[config.mk]
export PLATFORM = sky130hd
export DESIGN_NAME = gpio_tunnel
export DESIGN_NICKNAME = d
export VERILOG_FILES = /design/src/rtl/gpio_tunnel_pkg.sv /design/src/rtl/gt_rst_sync.sv /design/src/rtl/gt_slice_ctr.sv /design/src/rtl/gt_tx_pack.sv /design/src/rtl/gt_rx_unpack.sv /design/src/rtl/gpio_tunnel.sv
export SDC_FILE = /design/constraint.sdc
export NUM_CORES = 1
export LEC_CHECK = 0
export BUFFER_PORTS_ARGS = -buffer_cell sky130_fd_sc_hd__buf_2
export CORE_UTILIZATION = 35
export CTS_BUF_LIST = sky130_fd_sc_hd__clkbuf_8
export DETAILED_ROUTE_END_ITERATION = 8
export PLACE_DENSITY_LB_ADDON = 0.12
export SLEW_MARGIN = 20
export SYNTH_ARGS = -nofsm -noshare
export SYNTH_HDL_FRONTEND = slang
export SYNTH_HIERARCHICAL = 1
export SYNTH_SLANG_ARGS = --single-unit
[constraint.sdc]
create_clock -name clk -period 1.64 [get_ports clk]
set_input_delay 0.082 -clock clk [delete_from_list [all_inputs] [get_ports clk]]
set_output_delay 0.082 -clock clk [all_outputs]
set_load 0.01 [all_outputs]
[src/rtl/gpio_tunnel_pkg.sv]
package gpio_tunnel_pkg;

  function automatic int ceil_div(input int num, input int den);
    return (num + den - 1) / den;
  endfunction

  function automatic int idx_width(input int count);
    return (count > 1) ? $clog2(count) : 1;
  endfunction

endpackage

[src/rtl/gt_rst_sync.sv]
module gt_rst_sync (
  input  logic clk,
  input  logic rst_n,
  output logic rst_sn
);

  logic [1:0] stage_q;

  always_ff @(posedge clk or negedge rst_n) begin
    if (!rst_n) begin
      stage_q <= 2'b00;
    end else begin
      stage_q <= {stage_q[0], 1'b1};
    end
  end

  assign rst_sn = stage_q[1];

endmodule

[src/rtl/gt_slice_ctr.sv]
module gt_slice_ctr #(
  parameter int SLICES = 3,
  parameter int IDX_W  = 2
) (
  input  logic             clk,
  input  logic             rst_n,
  input  logic             adv,
  output logic [IDX_W-1:0] idx
);

  logic [IDX_W-1:0] idx_q;
  logic [IDX_W-1:0] idx_d;

  always_comb begin
    idx_d = idx_q;
    if (adv) begin
      if (idx_q == IDX_W'(SLICES - 1)) begin
        idx_d = '0;
      end else begin
        idx_d = idx_q + 1'b1;
      end
    end
  end

  always_ff @(posedge clk or negedge rst_n) begin
    if (!rst_n) begin
      idx_q <= '0;
    end else begin
      idx_q <= idx_d;
    end
  end

  assign idx = idx_q;

endmodule

[src/rtl/gt_tx_pack.sv]
module gt_tx_pack #(
  parameter int LL_CNT  = 4,
  parameter int NL_CNT  = 10,
  parameter int NL_BITS = 4,
  parameter int SLICES  = 3,
  parameter int IDX_W   = 2,
  parameter int FRAME_W = 10
) (
  input  logic               clk,
  input  logic               rst_n,
  input  logic               strobe,
  input  logic [IDX_W-1:0]   idx,
  input  logic [LL_CNT-1:0]  ll_in,
  input  logic [NL_CNT-1:0]  nl_in,
  output logic               valid,
  output logic [FRAME_W-1:0] frame
);

  localparam int PAD_W = SLICES * NL_BITS - NL_CNT;

  logic [SLICES*NL_BITS-1:0] padded;
  logic [NL_BITS-1:0]        slice_d;
  logic [FRAME_W-1:0]        frame_d;
  logic [FRAME_W-1:0]        frame_q;
  logic                      valid_q;

  generate
    if (PAD_W > 0) begin : g_pad
      assign padded = {{PAD_W{1'b0}}, nl_in};
    end else begin : g_nopad
      assign padded = nl_in;
    end
  endgenerate

  always_comb begin
    slice_d = '0;
    for (int s = 0; s < SLICES; s++) begin
      if (idx == IDX_W'(s)) begin
        slice_d = padded[s*NL_BITS +: NL_BITS];
      end
    end
  end

  assign frame_d = {idx, slice_d, ll_in};

  always_ff @(posedge clk or negedge rst_n) begin
    if (!rst_n) begin
      valid_q <= 1'b0;
      frame_q <= '0;
    end else begin
      valid_q <= strobe;
      if (strobe) begin
        frame_q <= frame_d;
      end
    end
  end

  assign valid = valid_q;
  assign frame = frame_q;

endmodule

[src/rtl/gt_rx_unpack.sv]
module gt_rx_unpack #(
  parameter int LL_CNT  = 4,
  parameter int NL_CNT  = 10,
  parameter int NL_BITS = 4,
  parameter int SLICES  = 3,
  parameter int IDX_W   = 2,
  parameter int FRAME_W = 10
) (
  input  logic               clk,
  input  logic               rst_n,
  input  logic               rx_valid,
  input  logic [FRAME_W-1:0] rx_frame,
  output logic [LL_CNT-1:0]  ll_out,
  output logic [NL_CNT-1:0]  nl_out
);

  logic [IDX_W-1:0]   idx;
  logic [NL_BITS-1:0] slice;
  logic               accept;
  logic [LL_CNT-1:0]  ll_q;
  logic [LL_CNT-1:0]  ll_d;
  logic [NL_CNT-1:0]  nl_q;
  logic [NL_CNT-1:0]  nl_d;

  assign idx    = rx_frame[FRAME_W-1 -: IDX_W];
  assign slice  = rx_frame[LL_CNT +: NL_BITS];
  assign accept = rx_valid && ({1'b0, idx} < (IDX_W + 1)'(SLICES));
  assign ll_d   = accept ? rx_frame[LL_CNT-1:0] : ll_q;

  generate
    for (genvar p = 0; p < NL_CNT; p++) begin : g_nl
      localparam int S_OF = p / NL_BITS;
      localparam int K_OF = p % NL_BITS;
      assign nl_d[p] = (accept && (idx == IDX_W'(S_OF))) ? slice[K_OF] : nl_q[p];
    end
  endgenerate

  always_ff @(posedge clk or negedge rst_n) begin
    if (!rst_n) begin
      ll_q <= '0;
      nl_q <= '0;
    end else begin
      ll_q <= ll_d;
      nl_q <= nl_d;
    end
  end

  assign ll_out = ll_q;
  assign nl_out = nl_q;

endmodule

[src/rtl/gpio_tunnel.sv]
module gpio_tunnel
  import gpio_tunnel_pkg::*;
#(
  parameter int LL_CNT  = 4,
  parameter int NL_CNT  = 10,
  parameter int NL_BITS = 4,
  localparam int SLICES  = ceil_div(NL_CNT, NL_BITS),
  localparam int IDX_W   = idx_width(SLICES),
  localparam int FRAME_W = LL_CNT + NL_BITS + IDX_W
) (
  input  logic               clk,
  input  logic               rst_n,
  input  logic               tx_strobe,
  input  logic [LL_CNT-1:0]  ll_in,
  input  logic [NL_CNT-1:0]  nl_in,
  output logic               tx_valid,
  output logic [FRAME_W-1:0] tx_frame,
  input  logic               rx_valid,
  input  logic [FRAME_W-1:0] rx_frame,
  output logic [LL_CNT-1:0]  ll_out,
  output logic [NL_CNT-1:0]  nl_out
);

  logic             rst_sn;
  logic [IDX_W-1:0] slice_idx;

  gt_rst_sync u_rst (
    .clk    (clk),
    .rst_n  (rst_n),
    .rst_sn (rst_sn)
  );

  gt_slice_ctr #(
    .SLICES (SLICES),
    .IDX_W  (IDX_W)
  ) u_ctr (
    .clk   (clk),
    .rst_n (rst_sn),
    .adv   (tx_strobe),
    .idx   (slice_idx)
  );

  gt_tx_pack #(
    .LL_CNT  (LL_CNT),
    .NL_CNT  (NL_CNT),
    .NL_BITS (NL_BITS),
    .SLICES  (SLICES),
    .IDX_W   (IDX_W),
    .FRAME_W (FRAME_W)
  ) u_tx (
    .clk    (clk),
    .rst_n  (rst_sn),
    .strobe (tx_strobe),
    .idx    (slice_idx),
    .ll_in  (ll_in),
    .nl_in  (nl_in),
    .valid  (tx_valid),
    .frame  (tx_frame)
  );

  gt_rx_unpack #(
    .LL_CNT  (LL_CNT),
    .NL_CNT  (NL_CNT),
    .NL_BITS (NL_BITS),
    .SLICES  (SLICES),
    .IDX_W   (IDX_W),
    .FRAME_W (FRAME_W)
  ) u_rx (
    .clk      (clk),
    .rst_n    (rst_sn),
    .rx_valid (rx_valid),
    .rx_frame (rx_frame),
    .ll_out   (ll_out),
    .nl_out   (nl_out)
  );

endmodule

Word-level counts from Yosys, hierarchy flattened
Index checks and enable logic that the tools add are counted.
- register bits: 29
- input bits: 28
- output and inout bits: 25
- add/sub/neg operators: 1
- order comparisons: 1
- equal/unequal tests: 4
- muxes and demuxes: 4
- reduce and logical (&&, ||, !) cells: 6
- operators by type and width (operator ; number):
    $mux 4 ; 3
    $eq 2x1->1 const B ; 2
    $eq 2x2->1 const B ; 2
    $logic_and 1x1->1 ; 4
    $logic_not 2->1 ; 2
    $add 2x1->2 const B ; 1
    $lt 2x2->1 const B ; 1
    $mux 2 ; 1

Longest topological paths before layout
- depth in word-level cells: 4
- depth in mapped cells: 3
- gate-level depth less buffers: 2

Hierarchy
Netlist, hierarchy kept.
- by module, submodules not included (module ; instances ; cells an instance ; area an instance (sq um)):
    gt_rx_unpack ; 1 ; 32 ; 553.0
    gt_tx_pack ; 1 ; 34 ; 485.5
    gt_slice_ctr ; 1 ; 6 ; 82.6
    gt_rst_sync ; 1 ; 3 ; 53.8

Worst setup path before layout
OpenSTA, ideal clock, no wires.
- kind: register -> register
- start: register u_ctr.idx_q[0], in the netlist u_ctr/idx[0]
- end: register u_tx.frame_q[4], in the netlist u_tx/frame[4]
- setup time: 0.138 ns
- arrival time: 0.778 ns
- required time: 1.502 ns
- slack: 0.724 ns
- stages on the path, launching flop included: 4
- clock period less this slack: 0.916 ns
- path through: dfrtp_1 > buf_4 > mux2i_1 > o221ai_1
- cells in the longest elaborated chain, start to end: 4
- elaborated cells on any way between the ends: 6
- classes of those cells: eq/ne: 2; mux: 3; reduce/logical: 1
- RTL lines (item ; line ; RTL):
    start, declared ; gt_slice_ctr.sv:11 ; logic [IDX_W-1:0] idx_q;
    start signal, assigned ; gt_slice_ctr.sv:29 ; idx_q <= idx_d;
    $logic_not 2->1 ; gt_tx_pack.sv:38 ; if (idx == IDX_W'(s)) begin
    $mux 4 (2 in a row) ; gt_tx_pack.sv:38 ;
    $mux 4 * ; gt_tx_pack.sv:38 ;
    end signal, assigned ; gt_tx_pack.sv:53 ; frame_q <= frame_d;
    end, declared ; gt_tx_pack.sv:24 ; logic [FRAME_W-1:0] frame_q;
Mark *: on every way between the ends. The rest lies on a longest branch, timed or not.
A chain may end at the register's enable or synchronous reset.

Worst setup path in the final report
Same ends and word-level chain as after synthesis.

==> impl_metrics.env <==
export IMPL_status="finished clean"
export IMPL_required_ns=1.77
export IMPL_final_antenna_net_count=0
export IMPL_nets=162
export IMPL_hold_viol_final=0
export IMPL_finalInstanceArea_mm2=0.00161
export IMPL_wl_per_cell_um=12.6
export IMPL_syn_num_nets=103
export IMPL_rsz0062_at_grt="false"
export IMPL_dpl_cell_area_mm2=0.00148
export IMPL_htreeDepth=2
export IMPL_synth_fa_ha_area_share_pct=0
export IMPL_synthTopCellsByArea="dfrtp_1 62%, mux2_2 15%, mux2_4 6.4%"
export IMPL_power_leakage_nw=0.804
export IMPL_drt_iter0_markers=14
export IMPL_finalCriticalPeriod_ns=1.05
export IMPL_critPathBufInv=0
export IMPL_maxCapViolations=0
export IMPL_diodes=0
export IMPL_fin_util_pct=51.3
export IMPL_final_common_cell="buf_2"
export IMPL_grt_first_pass_wirelength_um=3760
export IMPL_rows=20
export IMPL_viasPerCell=4.56
export IMPL_end_kind="flop"
export IMPL_yosys_area_top_type="dfrtp_1"
export IMPL_synth_top_family_by_area="multiplexers"
export IMPL_setup_violations=0
export IMPL_fin_ws_ns=0.593
export IMPL_drive_gt1_share_pct=61.5
export IMPL_worstPathCellList="mux2i_1 -> o221ai_1"
export IMPL_critPathTopFamily="flip-flops"
export IMPL_finalWeightedCongestion=0.706
export IMPL_synth_mux_area_share_pct=26.0
export IMPL_place_ws_ns=0.601
export IMPL_drv_slew=0
export IMPL_antenna_found_initial=0
export IMPL_avgSynthCellArea_um2=15.7
export IMPL_cts_root_buffer="clkbuf_8"
export IMPL_cts_num_sinks=29
export IMPL_drt_pass1_iterations=4
export IMPL_max_stage_delay_ns=0.56
export IMPL_drcViolationCount=0
export IMPL_cts_buffer_depth=2
export IMPL_clkLatencyLatePin_ns=0.27
export IMPL_via_count=816
export IMPL_synthXorXnorAreaFrac_pct=0
export IMPL_finalPower_mw=2.25
export IMPL_crit_type="reg2reg"
export IMPL_post_cts_buffers=0
export IMPL_synth_top_area_share_pct=61.8
export IMPL_synth_compound_area_share_pct=3.51
export IMPL_die_w_um=59.9
export IMPL_synth_seq_cells=29
export IMPL_synth_cell_types=17
export IMPL_tns_ns=0
export IMPL_numCtsBuffers=5
export IMPL_syn_area_mm2=0.00117
export IMPL_finalWirelength_um=2250
export IMPL_startpoint_type="flop"
export IMPL_worstPathArrival_ns=1.18
export IMPL_ios=53
export IMPL_crit_path_top_delay_cell="dfrtp_1"
export IMPL_die_h_um=59.9
export IMPL_ys_warn_count=6
export IMPL_syn2layout_area_growth_pct=36.6
export IMPL_final_cell_mix="52 x buf_2, 29 x dfrtp_1, 16 x mux2_2"
export IMPL_initial_core_util_pct=37.6
export IMPL_track_usage_pct=14.8
export IMPL_power_density_mw_per_mm2=1400
export IMPL_ir_drop_v=0.000613
export IMPL_min_period_over_period_pct=63.8
export IMPL_synth_seq_area_share_pct=61.8
export IMPL_max_clock_freq_mhz=955
export IMPL_syn_inst=75
export IMPL_first_global_vias=854
export IMPL_path_clk_slew_ns=0.06
export IMPL_dp_hpwl_um=1640
export IMPL_globalRouteOverflowTotal=0
export IMPL_fin_skew_ns=0.00282
export IMPL_grt_max_degree=18
export IMPL_crit_fanout=10
export IMPL_portBuffers=52
export IMPL_die_area_mm2=0.00359
export IMPL_hold_path_class="in2reg"
export IMPL_synth_simple_area_share_pct=5.54
export IMPL_core_area_mm2=0.00313
export IMPL_cts_tree="built"
[cells in the mapped netlist]
| master | number |
|---|---|
| a21boi_2 | 1 |
| buf_4 | 1 |
| buf_6 | 1 |
| conb_1 | 1 |
| dfrtp_1 | 29 |
| inv_1 | 4 |
| mux2_2 | 16 |
| mux2_4 | 5 |
| mux2i_1 | 5 |
| nand2_1 | 1 |
| nand2b_1 | 1 |
| nand3b_1 | 2 |
| nand4b_1 | 2 |
| nor2_1 | 1 |
| nor3b_4 | 1 |
| o221ai_1 | 2 |
| o22ai_1 | 2 |
[logic make-up (layout without fill, tap and decap cells)]
family | count (synthesis) | in the layout
DFF | 29 | 29
muxes | 26 | 26
and+or+nand+nor | 8 | 8
buffers and inverters | 6 | 66
AOI/OAI and AO/OA | 5 | 5
other | 1 | 1
[stage by stage]
step           std cells  hold WS, ns
2_1_floorplan         75       -0.214
3_3_place_gp         170       -0.130
3_5_place_dp         170       -0.129
4_1_cts              179       0.0314
5_1_grt              179       0.0256
6_report             179       0.0397
[path summary, 6_finish.rpt]
kind	startpoint	to	slack, ns	depth (start not counted)
setup / recovery	u_ctr/idx[0]$_DFFE_PN0P_	u_tx/frame[4]$_DFFE_PN0P_	0.59	2
hold / removal	ll_in[0]	u_tx/frame[0]$_DFFE_PN0P_	0.04	2
setup reg to reg	u_ctr/idx[0]$_DFFE_PN0P_	u_tx/frame[4]$_DFFE_PN0P_	0.59	2
hold reg to reg	u_rst/stage_q[1]$_DFF_PN0_	u_rx/nl_out[6]$_DFFE_PN0P_	0.16	0
max in group asynchronous	u_rst/stage_q[1]$_DFF_PN0_	u_rx/ll_out[3]$_DFFE_PN0P_	0.90	1
min in group asynchronous	rst_n	u_rst/stage_q[0]$_DFF_PN0_	0.11	2
[state kept, by name, summed over array words and instances, names as in the netlist]
signal	count
u_rx/nl_out	10
u_tx/frame	10
u_rx/ll_out	4
u_tx/valid	1
u_rst/stage_q	2
u_ctr/idx	2
[where the power goes]
part           total [mW]  internal (mW)  leakage (nW)  switching [mW]
Sequential          0.999          0.873         0.347           0.127
Clock               0.741          0.488        0.0626           0.253
Combinational       0.512          0.296         0.394           0.216
[routing by layer]
| metal | vias up | GRT usage (%) | routed length, um |
|---|---|---|---|
| met3 | 6 | 6.06 | 143 |
| li1 | 380 | - | - |
| met4 | 0 | 6.98 | 45 |
| met2 | 31 | 24.9 | 1110 |
| met5 | - | 0 | 0 |
| met1 | 399 | 16.3 | 957 |
[area by class of cell]
class                      instances  area, um2
multi-input combinational         40        415
tap                               44       55.1
sequential                        29        726
fill                             281       1520
clock inverter                     2       33.8
inverter                           4       15.0
clock buffer                       6       82.6
timing repair buffer              54        278
[timing repair]
action / CTS / global route
hold endpoints to repair: 2 / 0
hold buffers: 1 / 0
gates resized for setup: 0 / 0
Note: power is estimated with default switching activity, not from simulation.
